<file path="src/rtl/xpm_pkg.sv">
// Shared constants and types for the threshold-crossing period meter.
// Assumes nothing beyond a fixed 16-bit fractional output format.
package xpm_pkg;
    // Fractional bits of the reported period.
    localparam int OUT_FRAC = 16;

    // Measurement window state.
    typedef enum logic [0:0] {
        WIN_IDLE = 1'b0,
        WIN_RUN  = 1'b1
    } win_state_t;
endpackage

</file>
<file path="src/rtl/xpm_detect.sv">
// Rising-crossing detector. Keeps the previous accepted sample and a wrapping
// sample index, and emits one registered event per rising crossing with the
// interpolation numerator/denominator and the earlier sample's index.
// Assumes thresh is stable while a crossing is being evaluated.
module xpm_detect #(
    parameter int SAMPLE_W = 16,
    parameter int CNT_W    = 24,
    localparam int DIFF_W  = SAMPLE_W + 1
) (
    input  logic                clk,
    input  logic                rst_n,
    input  logic                smp_valid,
    input  logic [SAMPLE_W-1:0] smp_data,
    input  logic [SAMPLE_W-1:0] thresh,
    output logic                evt_valid,
    output logic [DIFF_W-1:0]   evt_num,
    output logic [DIFF_W-1:0]   evt_den,
    output logic [CNT_W-1:0]    evt_idx
);
    logic [SAMPLE_W-1:0] prev_q;
    logic                have_prev;
    logic [CNT_W-1:0]    sidx;
    logic                rising;
    logic [DIFF_W-1:0]   num_c;
    logic [DIFF_W-1:0]   den_c;

    // Crossing test and sign-extended differences for the divider.
    always_comb begin
        rising = smp_valid && have_prev
                 && ($signed(prev_q) <= $signed(thresh))
                 && ($signed(smp_data) > $signed(thresh));
        num_c  = {thresh[SAMPLE_W-1], thresh} - {prev_q[SAMPLE_W-1], prev_q};
        den_c  = {smp_data[SAMPLE_W-1], smp_data} - {prev_q[SAMPLE_W-1], prev_q};
    end

    // Sample history and index of the incoming sample.
    always_ff @(posedge clk) begin
        if (!rst_n) begin
            prev_q    <= '0;
            have_prev <= 1'b0;
            sidx      <= '0;
        end else if (smp_valid) begin
            prev_q    <= smp_data;
            have_prev <= 1'b1;
            sidx      <= sidx + 1'b1;
        end
    end

    // Registered crossing event.
    always_ff @(posedge clk) begin
        if (!rst_n) begin
            evt_valid <= 1'b0;
            evt_num   <= '0;
            evt_den   <= '0;
            evt_idx   <= '0;
        end else begin
            evt_valid <= rising;
            if (rising) begin
                evt_num <= num_c;
                evt_den <= den_c;
                evt_idx <= sidx - 1'b1;
            end
        end
    end
endmodule

</file>
<file path="src/rtl/xpm_divider.sv">
// Bit-serial restoring divider for a proper fraction num/den (num < den).
// Produces floor(num * 2^QUOT_W / den), one quotient bit per clock, and
// pulses done for one cycle after the last bit. A start while busy is ignored.
module xpm_divider #(
    parameter int NUM_W   = 17,
    parameter int QUOT_W  = 8,
    localparam int STEP_W = $clog2(QUOT_W + 1)
) (
    input  logic              clk,
    input  logic              rst_n,
    input  logic              start,
    input  logic [NUM_W-1:0]  num,
    input  logic [NUM_W-1:0]  den,
    output logic              busy,
    output logic              done,
    output logic [QUOT_W-1:0] quot
);
    logic [NUM_W-1:0]  rem;
    logic [NUM_W-1:0]  den_q;
    logic [STEP_W-1:0] steps;
    logic [NUM_W:0]    trial;
    logic [NUM_W:0]    diff;
    logic              fits;

    // One restoring step: doubled remainder against the divisor.
    always_comb begin
        trial = {rem, 1'b0};
        fits  = trial >= {1'b0, den_q};
        diff  = trial - {1'b0, den_q};
    end

    // Iteration control, remainder and quotient shift register.
    always_ff @(posedge clk) begin
        if (!rst_n) begin
            rem   <= '0;
            den_q <= '0;
            steps <= '0;
            busy  <= 1'b0;
            done  <= 1'b0;
            quot  <= '0;
        end else begin
            done <= 1'b0;
            if (start && !busy) begin
                rem   <= num;
                den_q <= den;
                steps <= STEP_W'(QUOT_W);
                busy  <= 1'b1;
                quot  <= '0;
            end else if (busy) begin
                rem   <= fits ? diff[NUM_W-1:0] : trial[NUM_W-1:0];
                quot  <= {quot[QUOT_W-2:0], fits};
                steps <= steps - 1'b1;
                if (steps == STEP_W'(1)) begin
                    busy <= 1'b0;
                    done <= 1'b1;
                end
            end
        end
    end
endmodule

</file>
<file path="src/rtl/xpm_interp.sv">
// Crossing timestamper. Holds one pending crossing in a slot, launches it into
// the divider (or straight through with a zero fraction when interpolation is
// off) once the engine is free, and emits the timestamp {index, fraction}.
// Assumes no more than one crossing waits while the divider is working.
module xpm_interp #(
    parameter int SAMPLE_W  = 16,
    parameter int CNT_W     = 24,
    parameter int FRAC_BITS = 8,
    localparam int DIFF_W   = SAMPLE_W + 1
) (
    input  logic                 clk,
    input  logic                 rst_n,
    input  logic                 interp_en,
    input  logic                 evt_valid,
    input  logic [DIFF_W-1:0]    evt_num,
    input  logic [DIFF_W-1:0]    evt_den,
    input  logic [CNT_W-1:0]     evt_idx,
    output logic                 ts_valid,
    output logic [CNT_W-1:0]     ts_idx,
    output logic [FRAC_BITS-1:0] ts_frac,
    output logic                 div_busy,
    output logic                 slot_overrun
);
    logic                 slot_v;
    logic [DIFF_W-1:0]    slot_num;
    logic [DIFF_W-1:0]    slot_den;
    logic [CNT_W-1:0]     slot_idx;
    logic [CNT_W-1:0]     run_idx;
    logic                 div_done;
    logic [FRAC_BITS-1:0] div_q;
    logic                 launch;
    logic                 launch_div;
    logic                 launch_byp;

    // Launch decision and overrun detection.
    always_comb begin
        launch       = slot_v && !div_busy && !div_done;
        launch_div   = launch && interp_en;
        launch_byp   = launch && !interp_en;
        slot_overrun = evt_valid && slot_v && !launch;
    end

    // One-entry hold slot for a crossing waiting on the divider.
    always_ff @(posedge clk) begin
        if (!rst_n) begin
            slot_v   <= 1'b0;
            slot_num <= '0;
            slot_den <= '0;
            slot_idx <= '0;
        end else if (evt_valid && (!slot_v || launch)) begin
            slot_v   <= 1'b1;
            slot_num <= evt_num;
            slot_den <= evt_den;
            slot_idx <= evt_idx;
        end else if (launch) begin
            slot_v <= 1'b0;
        end
    end

    // Index of the crossing currently inside the divider.
    always_ff @(posedge clk) begin
        if (!rst_n) begin
            run_idx <= '0;
        end else if (launch_div) begin
            run_idx <= slot_idx;
        end
    end

    // Timestamp output from either the bypass or the divider.
    always_ff @(posedge clk) begin
        if (!rst_n) begin
            ts_valid <= 1'b0;
            ts_idx   <= '0;
            ts_frac  <= '0;
        end else begin
            ts_valid <= launch_byp || div_done;
            if (launch_byp) begin
                ts_idx  <= slot_idx;
                ts_frac <= '0;
            end else if (div_done) begin
                ts_idx  <= run_idx;
                ts_frac <= div_q;
            end
        end
    end

    xpm_divider #(
        .NUM_W  (DIFF_W),
        .QUOT_W (FRAC_BITS)
    ) u_div (
        .clk   (clk),
        .rst_n (rst_n),
        .start (launch_div),
        .num   (slot_num),
        .den   (slot_den),
        .busy  (div_busy),
        .done  (div_done),
        .quot  (div_q)
    );
endmodule

</file>
<file path="src/rtl/xpm_window.sv">
// Averaging window. Opens on a timestamp, counts 2^k further timestamps,
// then reports (elapsed time * 2^16) >> k. A span counter of valid samples
// abandons the window with a timeout when it overflows.
// Assumes one window never spans more than 2^CNT_W samples.
module xpm_window
    import xpm_pkg::*;
#(
    parameter int CNT_W     = 24,
    parameter int FRAC_BITS = 8,
    parameter int K_W       = 3,
    localparam int TS_W     = CNT_W + FRAC_BITS,
    localparam int PER_W    = CNT_W + OUT_FRAC,
    localparam int PAD      = OUT_FRAC - FRAC_BITS,
    localparam int HIT_W    = (1 << K_W) + 1
) (
    input  logic                 clk,
    input  logic                 rst_n,
    input  logic                 smp_valid,
    input  logic [K_W-1:0]       avg_log2,
    input  logic                 ts_valid,
    input  logic [CNT_W-1:0]     ts_idx,
    input  logic [FRAC_BITS-1:0] ts_frac,
    output logic                 period_valid,
    output logic [PER_W-1:0]     period_q,
    output logic                 timeout
);
    win_state_t       state;
    logic [TS_W-1:0]  start_ts;
    logic [TS_W-1:0]  ts_now;
    logic [TS_W-1:0]  elapsed;
    logic [PER_W-1:0] scaled;
    logic [CNT_W-1:0] span;
    logic [HIT_W-1:0] hits;
    logic [HIT_W-1:0] hits_nx;
    logic [HIT_W-1:0] goal;
    logic [K_W-1:0]   k_q;
    logic             span_full;

    // Elapsed time, scaled average and window-closing target.
    always_comb begin
        ts_now    = {ts_idx, ts_frac};
        elapsed   = ts_now - start_ts;
        scaled    = (PER_W'(elapsed) << PAD) >> k_q;
        goal      = HIT_W'(1) << k_q;
        hits_nx   = hits + 1'b1;
        span_full = &span;
    end

    // Window sequencing, timeout and result registers.
    always_ff @(posedge clk) begin
        if (!rst_n) begin
            state        <= WIN_IDLE;
            start_ts     <= '0;
            span         <= '0;
            hits         <= '0;
            k_q          <= '0;
            period_valid <= 1'b0;
            period_q     <= '0;
            timeout      <= 1'b0;
        end else begin
            period_valid <= 1'b0;
            timeout      <= 1'b0;
            case (state)
                WIN_IDLE: begin
                    if (ts_valid) begin
                        state    <= WIN_RUN;
                        start_ts <= ts_now;
                        span     <= '0;
                        hits     <= '0;
                        k_q      <= avg_log2;
                    end
                end
                WIN_RUN: begin
                    if (smp_valid && span_full) begin
                        timeout <= 1'b1;
                        state   <= WIN_IDLE;
                    end else begin
                        if (smp_valid) begin
                            span <= span + 1'b1;
                        end
                        if (ts_valid) begin
                            hits <= hits_nx;
                            if (hits_nx == goal) begin
                                period_valid <= 1'b1;
                                period_q     <= scaled;
                                state        <= WIN_IDLE;
                            end
                        end
                    end
                end
                default: state <= WIN_IDLE;
            endcase
        end
    end
endmodule

</file>
<file path="src/rtl/xing_period_meter.sv">
// Top of the threshold-crossing period meter: detector, interpolating
// timestamper and averaging window in a chain. Period is reported in samples
// with 16 fractional bits. Assumes FRAC_BITS < 16 and crossings spaced so that
// at most one waits for the divider.
module xing_period_meter
    import xpm_pkg::*;
#(
    parameter int SAMPLE_W  = 16,
    parameter int CNT_W     = 24,
    parameter int FRAC_BITS = 8,
    parameter int K_W       = 3,
    localparam int DIFF_W   = SAMPLE_W + 1
) (
    input  logic                        clk,
    input  logic                        rst_n,
    input  logic                        smp_valid,
    input  logic [SAMPLE_W-1:0]         smp_data,
    input  logic [SAMPLE_W-1:0]         thresh,
    input  logic                        interp_en,
    input  logic [K_W-1:0]              avg_log2,
    output logic                        period_valid,
    output logic [CNT_W+OUT_FRAC-1:0]   period_q,
    output logic                        timeout
);
    logic                 evt_valid;
    logic [DIFF_W-1:0]    evt_num;
    logic [DIFF_W-1:0]    evt_den;
    logic [CNT_W-1:0]     evt_idx;
    logic                 ts_valid;
    logic [CNT_W-1:0]     ts_idx;
    logic [FRAC_BITS-1:0] ts_frac;
    logic                 div_busy;
    logic                 slot_overrun;

    xpm_detect #(
        .SAMPLE_W (SAMPLE_W),
        .CNT_W    (CNT_W)
    ) u_detect (
        .clk       (clk),
        .rst_n     (rst_n),
        .smp_valid (smp_valid),
        .smp_data  (smp_data),
        .thresh    (thresh),
        .evt_valid (evt_valid),
        .evt_num   (evt_num),
        .evt_den   (evt_den),
        .evt_idx   (evt_idx)
    );

    xpm_interp #(
        .SAMPLE_W  (SAMPLE_W),
        .CNT_W     (CNT_W),
        .FRAC_BITS (FRAC_BITS)
    ) u_interp (
        .clk          (clk),
        .rst_n        (rst_n),
        .interp_en    (interp_en),
        .evt_valid    (evt_valid),
        .evt_num      (evt_num),
        .evt_den      (evt_den),
        .evt_idx      (evt_idx),
        .ts_valid     (ts_valid),
        .ts_idx       (ts_idx),
        .ts_frac      (ts_frac),
        .div_busy     (div_busy),
        .slot_overrun (slot_overrun)
    );

    xpm_window #(
        .CNT_W     (CNT_W),
        .FRAC_BITS (FRAC_BITS),
        .K_W       (K_W)
    ) u_window (
        .clk          (clk),
        .rst_n        (rst_n),
        .smp_valid    (smp_valid),
        .avg_log2     (avg_log2),
        .ts_valid     (ts_valid),
        .ts_idx       (ts_idx),
        .ts_frac      (ts_frac),
        .period_valid (period_valid),
        .period_q     (period_q),
        .timeout      (timeout)
    );
endmodule

</file>
<file path="config.mk">
export PLATFORM = sky130hd
export DESIGN_NAME = xing_period_meter
export DESIGN_NICKNAME = d
export VERILOG_FILES = /design/src/rtl/xpm_pkg.sv /design/src/rtl/xpm_detect.sv /design/src/rtl/xpm_divider.sv /design/src/rtl/xpm_interp.sv /design/src/rtl/xpm_window.sv /design/src/rtl/xing_period_meter.sv
export SDC_FILE = /design/constraint.sdc
export NUM_CORES = 1
export LEC_CHECK = 0
export BUFFER_PORTS_ARGS = -buffer_cell sky130_fd_sc_hd__clkbuf_2
export CAP_MARGIN = 20
export CORE_MARGIN = 8
export CORE_UTILIZATION = 40
export CTS_BUF_LIST = sky130_fd_sc_hd__clkbuf_4 sky130_fd_sc_hd__clkbuf_8 sky130_fd_sc_hd__clkbuf_16
export DETAILED_ROUTE_END_ITERATION = 6
export PLACE_DENSITY = 0.56
export SYNTH_ARGS = -nofsm -noshare
export SYNTH_HDL_FRONTEND = slang
export SYNTH_SLANG_ARGS = --single-unit
</file>
<file path="constraint.sdc">
create_clock -name clk -period 4.5 [get_ports clk]
set_clock_uncertainty 0.2 [all_clocks]
set_input_delay 0.45 -clock clk [delete_from_list [all_inputs] [get_ports clk]]
set_output_delay 0.45 -clock clk [all_outputs]
set_load 0.03 [all_outputs]
</file>
[Word level (Yosys, flattened, before mapping)]
Index checks and enable logic that the tools add are counted.
Cells by class
  $mul: 0
  shift operators: 2
  $add $sub $neg: 9
  equal/unequal tests: 6
  reduce and logical (&&, ||, !) cells: 29
  $lt $le $gt $ge: 3
  divide/modulo/power cells: 0
  multiplexer cells: 28
  bitwise logic cells: 5
Operators by type and width (number)
  two-way mux 24 bit: 5
  two-way mux 17 bit: 3
  adder 24 x 1 -> 24 bit (second input constant): 2
  case mux 24 bit (2 select lines): 1
  right shift 40 x 3 -> 40 bit: 1
  subtractor 16 x 16 -> 17 bit: 2
  subtractor 32 bit: 1
  two-way mux 9 bit: 3
  AND reduction 24 bit: 1
  subtractor 24 x 1 -> 24 bit (second input constant): 1
  greater-or-equal comparator 18 x 17 -> 1 bit: 1
  case mux 9 bit (2 select lines): 1
  subtractor 17 bit: 1
  greater-than comparator 16 bit: 1
  less-or-equal comparator 16 bit: 1
  two-way mux 1 bit: 12
  logical AND 1 bit: 10
  adder 9 x 1 -> 9 bit (second input constant): 1
  equality test 9 bit: 1
  left shift 1 x 3 -> 9 bit (first input constant): 1
  two-way mux 4 bit: 2
  inequality test 2 bit (second input constant): 4
  AND reduction 3 bit: 2
  nonzero test 2 bit: 3
  11 further kinds: 21
Storage, ports and cells
  logic and storage cells: 112
  memory bits (writable): 0
  bits in read-only memories: 0
  output and inout port bits: 42
  memories: 0
  latch bits: 0
  flip-flop bits (word level): 375

[Logic depth before layout (Yosys ltp)]
  word-level depth: 6
  gate-level depth with buffers: 15

[Modules after synthesis]
A second synthesis with hierarchy kept.
Second synthesis, totals
  cell total of the unflattened synthesis: 2641
  area total of the unflattened synthesis: 21597.0 um^2
Modules (own cells, without submodules)
  xpm_window: area each 7756.2 um^2, cells an instance 1045, seq. area each 2202.1 um^2, times used 1
  xpm_detect: area each 6277.3 um^2, cells an instance 744, seq. area each 2001.9 um^2, times used 1
  xpm_interp: area each 4479.3 um^2, cells an instance 476, seq. area each 2322.2 um^2, times used 1
  xpm_divider: area each 3084.2 um^2, cells an instance 376, seq. area each 960.9 um^2, times used 1

[Worst setup path after synthesis]
Ideal clock, no wire load.
  path type: flip-flop to flip-flop
  start point: register u_window.start_ts[4]
  end point: register u_window.period_q[32]
  stages on the path, launching flop included: 14
  path buffers: 0
  slack: 1.040 ns
  library setup time: 0.074 ns
  data arrival time: 3.186 ns
  cells stage by stage: dfxtp_1 > inv_1 > ha_1 > a21o_1 > or3_1 > o221a_1 > a21o_1 > a211o_1 > a311o_1 > a21oi_2 > xnor2_1 > a221o_1 > or2_0 > a31oi_1
On the way
  cells in the longest elaborated chain, start to end: 2
Ends and longest elaborated chain
  start: declaration: line xpm_window.sv:28  | logic [TS_W-1:0] start_ts;
  start signal: assignment: line xpm_window.sv:67  | start_ts <= ts_now;
  subtractor 32 bit: line xpm_window.sv:42  | elapsed = ts_now - start_ts;
  right shift 40 x 3 -> 40 bit: line xpm_window.sv:43  | scaled = (PER_W'(elapsed) << PAD) >> k_q;
  end signal: assignment: line xpm_window.sv:85  | period_q <= scaled;
  end: declaration: line xpm_window.sv:24  | output logic [PER_W-1:0] period_q,
Every way passes these cells.
A chain may end at the register's enable or synchronous reset.

[Final worst setup path]
  start point: register u_interp.ts_frac[0]
  end point: register u_window.period_q[32]
On the way
  cells in the longest elaborated chain, start to end: 2
Ends and longest elaborated chain
  start: declaration: line xpm_interp.sv:20  | output logic [FRAC_BITS-1:0] ts_frac,
  start signal: assignment: line xpm_interp.sv:82  | ts_frac <= div_q;
  subtractor 32 bit: line xpm_window.sv:42
  right shift 40 x 3 -> 40 bit: line xpm_window.sv:43
Every way passes these cells.

==> results.yml <==
critical_path:
  rrSetupSlack_ps: 640
  path_delay_family: "compound AO/OA/AOI/OAI gates"
  crit_cells: 14
  slowest_stage: "fa_1"
  max_stage_delay_ps: 400
  cp.required_ps: 4800
  reg2reg_depth: 14
  setup.worst_path.start: "u_interp.ts_frac[0]"
  worst-path-buf-inv: 1
  critPathLaunchType: "flip-flop"
  end_kind: "flip-flop"
  crit_path_cell_trace: "inv_1 -> ha_1 -> fa_1 -> nand2b_1 -> a21o_1 -> a21oi_1 -> o21ai_1 -> a21boi_0 -> o21a_1 -> o41a_1 -> nand2_1 -> a221o_1 -> or2_0 -> a31oi_1"
  cp_max_fo: 5
  r2r-start: "u_interp.ts_frac[0]"
  reg2reg_to: "u_window.period_q[32]"
  path_class: "flip-flop to flip-flop"
  worst_ep_arrival_time_ps: 4160
global_routing:
  grt_pass1_vias: 16300
  grt_antenna_before_repair: 0
  track_usage_pct: 16.2
  grt_pass1_wl_mm: 79.9
  grt_max_degree: 152
  grt-ovfl-total: 0
synthesis:
  syn_area_sq_um: 19900
  synthAdderAreaFrac_pct: 6.93
  synth_compound_area_share_pct: 18.3
  synth_seq_cells: 374
  ys_warn_count: 0
  synth_mux_area_share_pct: 5.70
  synthSimpleGateAreaFrac_pct: 20.9
  yosysUniqueCellTypes: 71
  synth_seq_area_share_pct: 37.6
  synth-xor-area-share_pct: 5.45
  async_flop_share_pct: 0
  synth_edf_count: 0
  synth_top_family_by_area: "simple AND/OR/NAND/NOR gates"
  syn_nets: 2686
  syn_avg_cell_area_sq_um: 7.85
  ys.flop_type: "dfxtp_1"
  synthesis.instances: 2539
power:
  p_per_area_nw_per_um2: 331
  p_leak_nw: 8.70
  max-vdd-ir-drop_mv: 0.258
  p_total_mw: 7.45
route:
  post_drt_wl_per_cell_um: 14.4
  routed_wl_mm: 46.7
  via_per_inst: 5.15
  drt_pass1_iterations: 5
  drt_iter0_markers: 739
  antenna_left: 0
  drc_errors: 0
  vias: 16800
sta:
  rsz0062_at_grt: "false"
  setup_violations: 0
  slew_viol_final: 0
  finalCriticalPeriod_ps: 3860
  tightest_slew_ps: 882
  finalHoldViolCount: 0
  min_period_over_period_pct: 85.8
  fmax_mhz: 259
  slew_headroom_pct: 39.7
  tns_ps: 0
  final.setup.worst_slack_ps: 637
clock_tree:
  cts-root-buf: "clkbuf_16"
  cts_buffers: 42
  clk_path_buf_depth: 3
  cts_htree_levels: 2
  cts_sinks: 374
  post_cts_resized: 0
  post_cts_buffers: 0
  cts_tree: "yes"
  path_clk_slew_ps: 60
  worstSkewPairLatency_ps: 590
placement:
  dp_hpwl_mm: 33.2
  postPlaceCellArea_sq_um: 20800
  io_buffers: 79
  routabilityCongestion: 0.841
  post-place-ws_ps: 707
layout:
  drive_gt1_share_pct: 8.58
  fin_util_pct: 45.9
  post-route-cell-area_sq_um: 22500
  final_common_cell: "nand2_1"
  area_delta_synth_final_pct: 13.0
  nets: 2704
  final_cell_mix: "nand2_1 (436), dfxtp_1 (374), a21oi_1 (305)"
  num_antenna_cells: 0
floorplanning:
  core.rowCount: 81
  start_util_pct: 40.6
  core_area_sq_um: 49100
  die_h_um: 239
  io_pins: 81
  die_w_um: 239
  fp.dieArea_sq_um: 57200
hold_path:
  hold_start: "thresh[0]"
  min_to: "u_detect.evt_num[0]"
  min_path_type: "input pin to flip-flop"
  worstHoldPathCells: 4
run_status:
  status: "complete, no violations"
run:
  max-cap-violations: 0
tightest hold or removal path, cell delays in order:
cell,delay [ps]
clkbuf_2,100
inv_1,50
ha_1,200
a211oi_1,80
cells by family (layout without fill, tap and decap cells):
group	count (synthesis)	count (layout)
buffers and inverters	267	316
AO/OA/AOI/OAI	610	610
AND/OR/NAND/NOR	948	948
other	1	1
multiplexers	107	107
flip-flops	374	374
adder cells (fa/ha/maj)	108	108
XOR/XNOR	124	124
synthesized netlist by cell type, types with 22 or more instances:
cell type  number  area, sq um
nor2_1        248          931
a21oi_1       305         1530
a22oi_1        32          240
and3_1         23          144
o21ai_0        78          390
nand2b_1       22          138
nand4_1        28          175
a211oi_1       50          375
xor2_1         59          517
a21o_1         30          225
mux2i_1        91          911
ha_1          104         1300
nor3_1         39          195
nand2_1       437         1640
dfxtp_1       374         7490
clkbuf_1      133          499
nand3_1        50          250
xnor2_1        65          569
inv_1         116          435
power by group:
group	internal [mW]	total, mW	switching [mW]
combinational	0.234	0.566	0.332
clock	2.06	3.50	1.44
sequential	3.35	3.38	0.0272
total	5.65	7.45	1.80
sequential cells by signal, summed over array words and instances (netlist names), 9 cells and up:
register	count
u_window.period_q	39
u_interp.ts_idx	24
u_interp.slot_idx	24
u_interp.slot_num	17
u_detect.evt_num	17
u_detect.evt_idx	24
u_detect.prev_q	16
u_interp.slot_den	17
u_interp.u_div.den_q	17
u_interp.run_idx	24
u_detect.evt_den	17
u_detect.sidx	24
u_interp.u_div.rem	17
u_window.start_ts	32
u_window.hits	9
u_window.span	24
through the flow:
step | cells | hold slack [ps]
after global placement | 3156 | 239
after detailed placement | 3156 | 246
after global routing | 3252 | 144
after floorplan | 2539 | 227
after CTS | 3250 | 92.2
final | 3252 | 147
worst max-delay path by stage:
stage / end
final: u_window.period_q[32]
after floorplan: u_window.period_q[32]
after CTS: u_window.period_q[32]
after global placement: u_window.period_q[32]
after global routing: u_window.period_q[32]
after detailed placement: u_window.period_q[32]
per-layer routing:
| layer | track usage [%] | vias to the layer above | wire, um |
|---|---|---|---|
| met5 | 0 | - | 0 |
| met3 | 2.69 | 53 | 2060 |
| li1 | - | 8800 | - |
| met4 | 4.09 | 0 | 760 |
| met1 | 22.4 | 7627 | 23300 |
| met2 | 26.1 | 281 | 20600 |
layout make-up:
| class | instances | area (sq um) |
|---|---|---|
| clock buffers | 54 | 1180 |
| clock inverters | 21 | 256 |
| fillers | 4885 | 26500 |
| inverters | 116 | 443 |
| multi-input cells | 1898 | 11500 |
| flip-flops and latches | 374 | 7490 |
| well taps | 664 | 831 |
| repair buffers | 125 | 853 |
repair_timing:
item / CTS / global route
endpoints found under the hold margin: 19 / 0
setup endpoints to repair: 0 / 0
hold buffers: 19 / 0
Note: power is estimated with default switching activity, not from simulation.
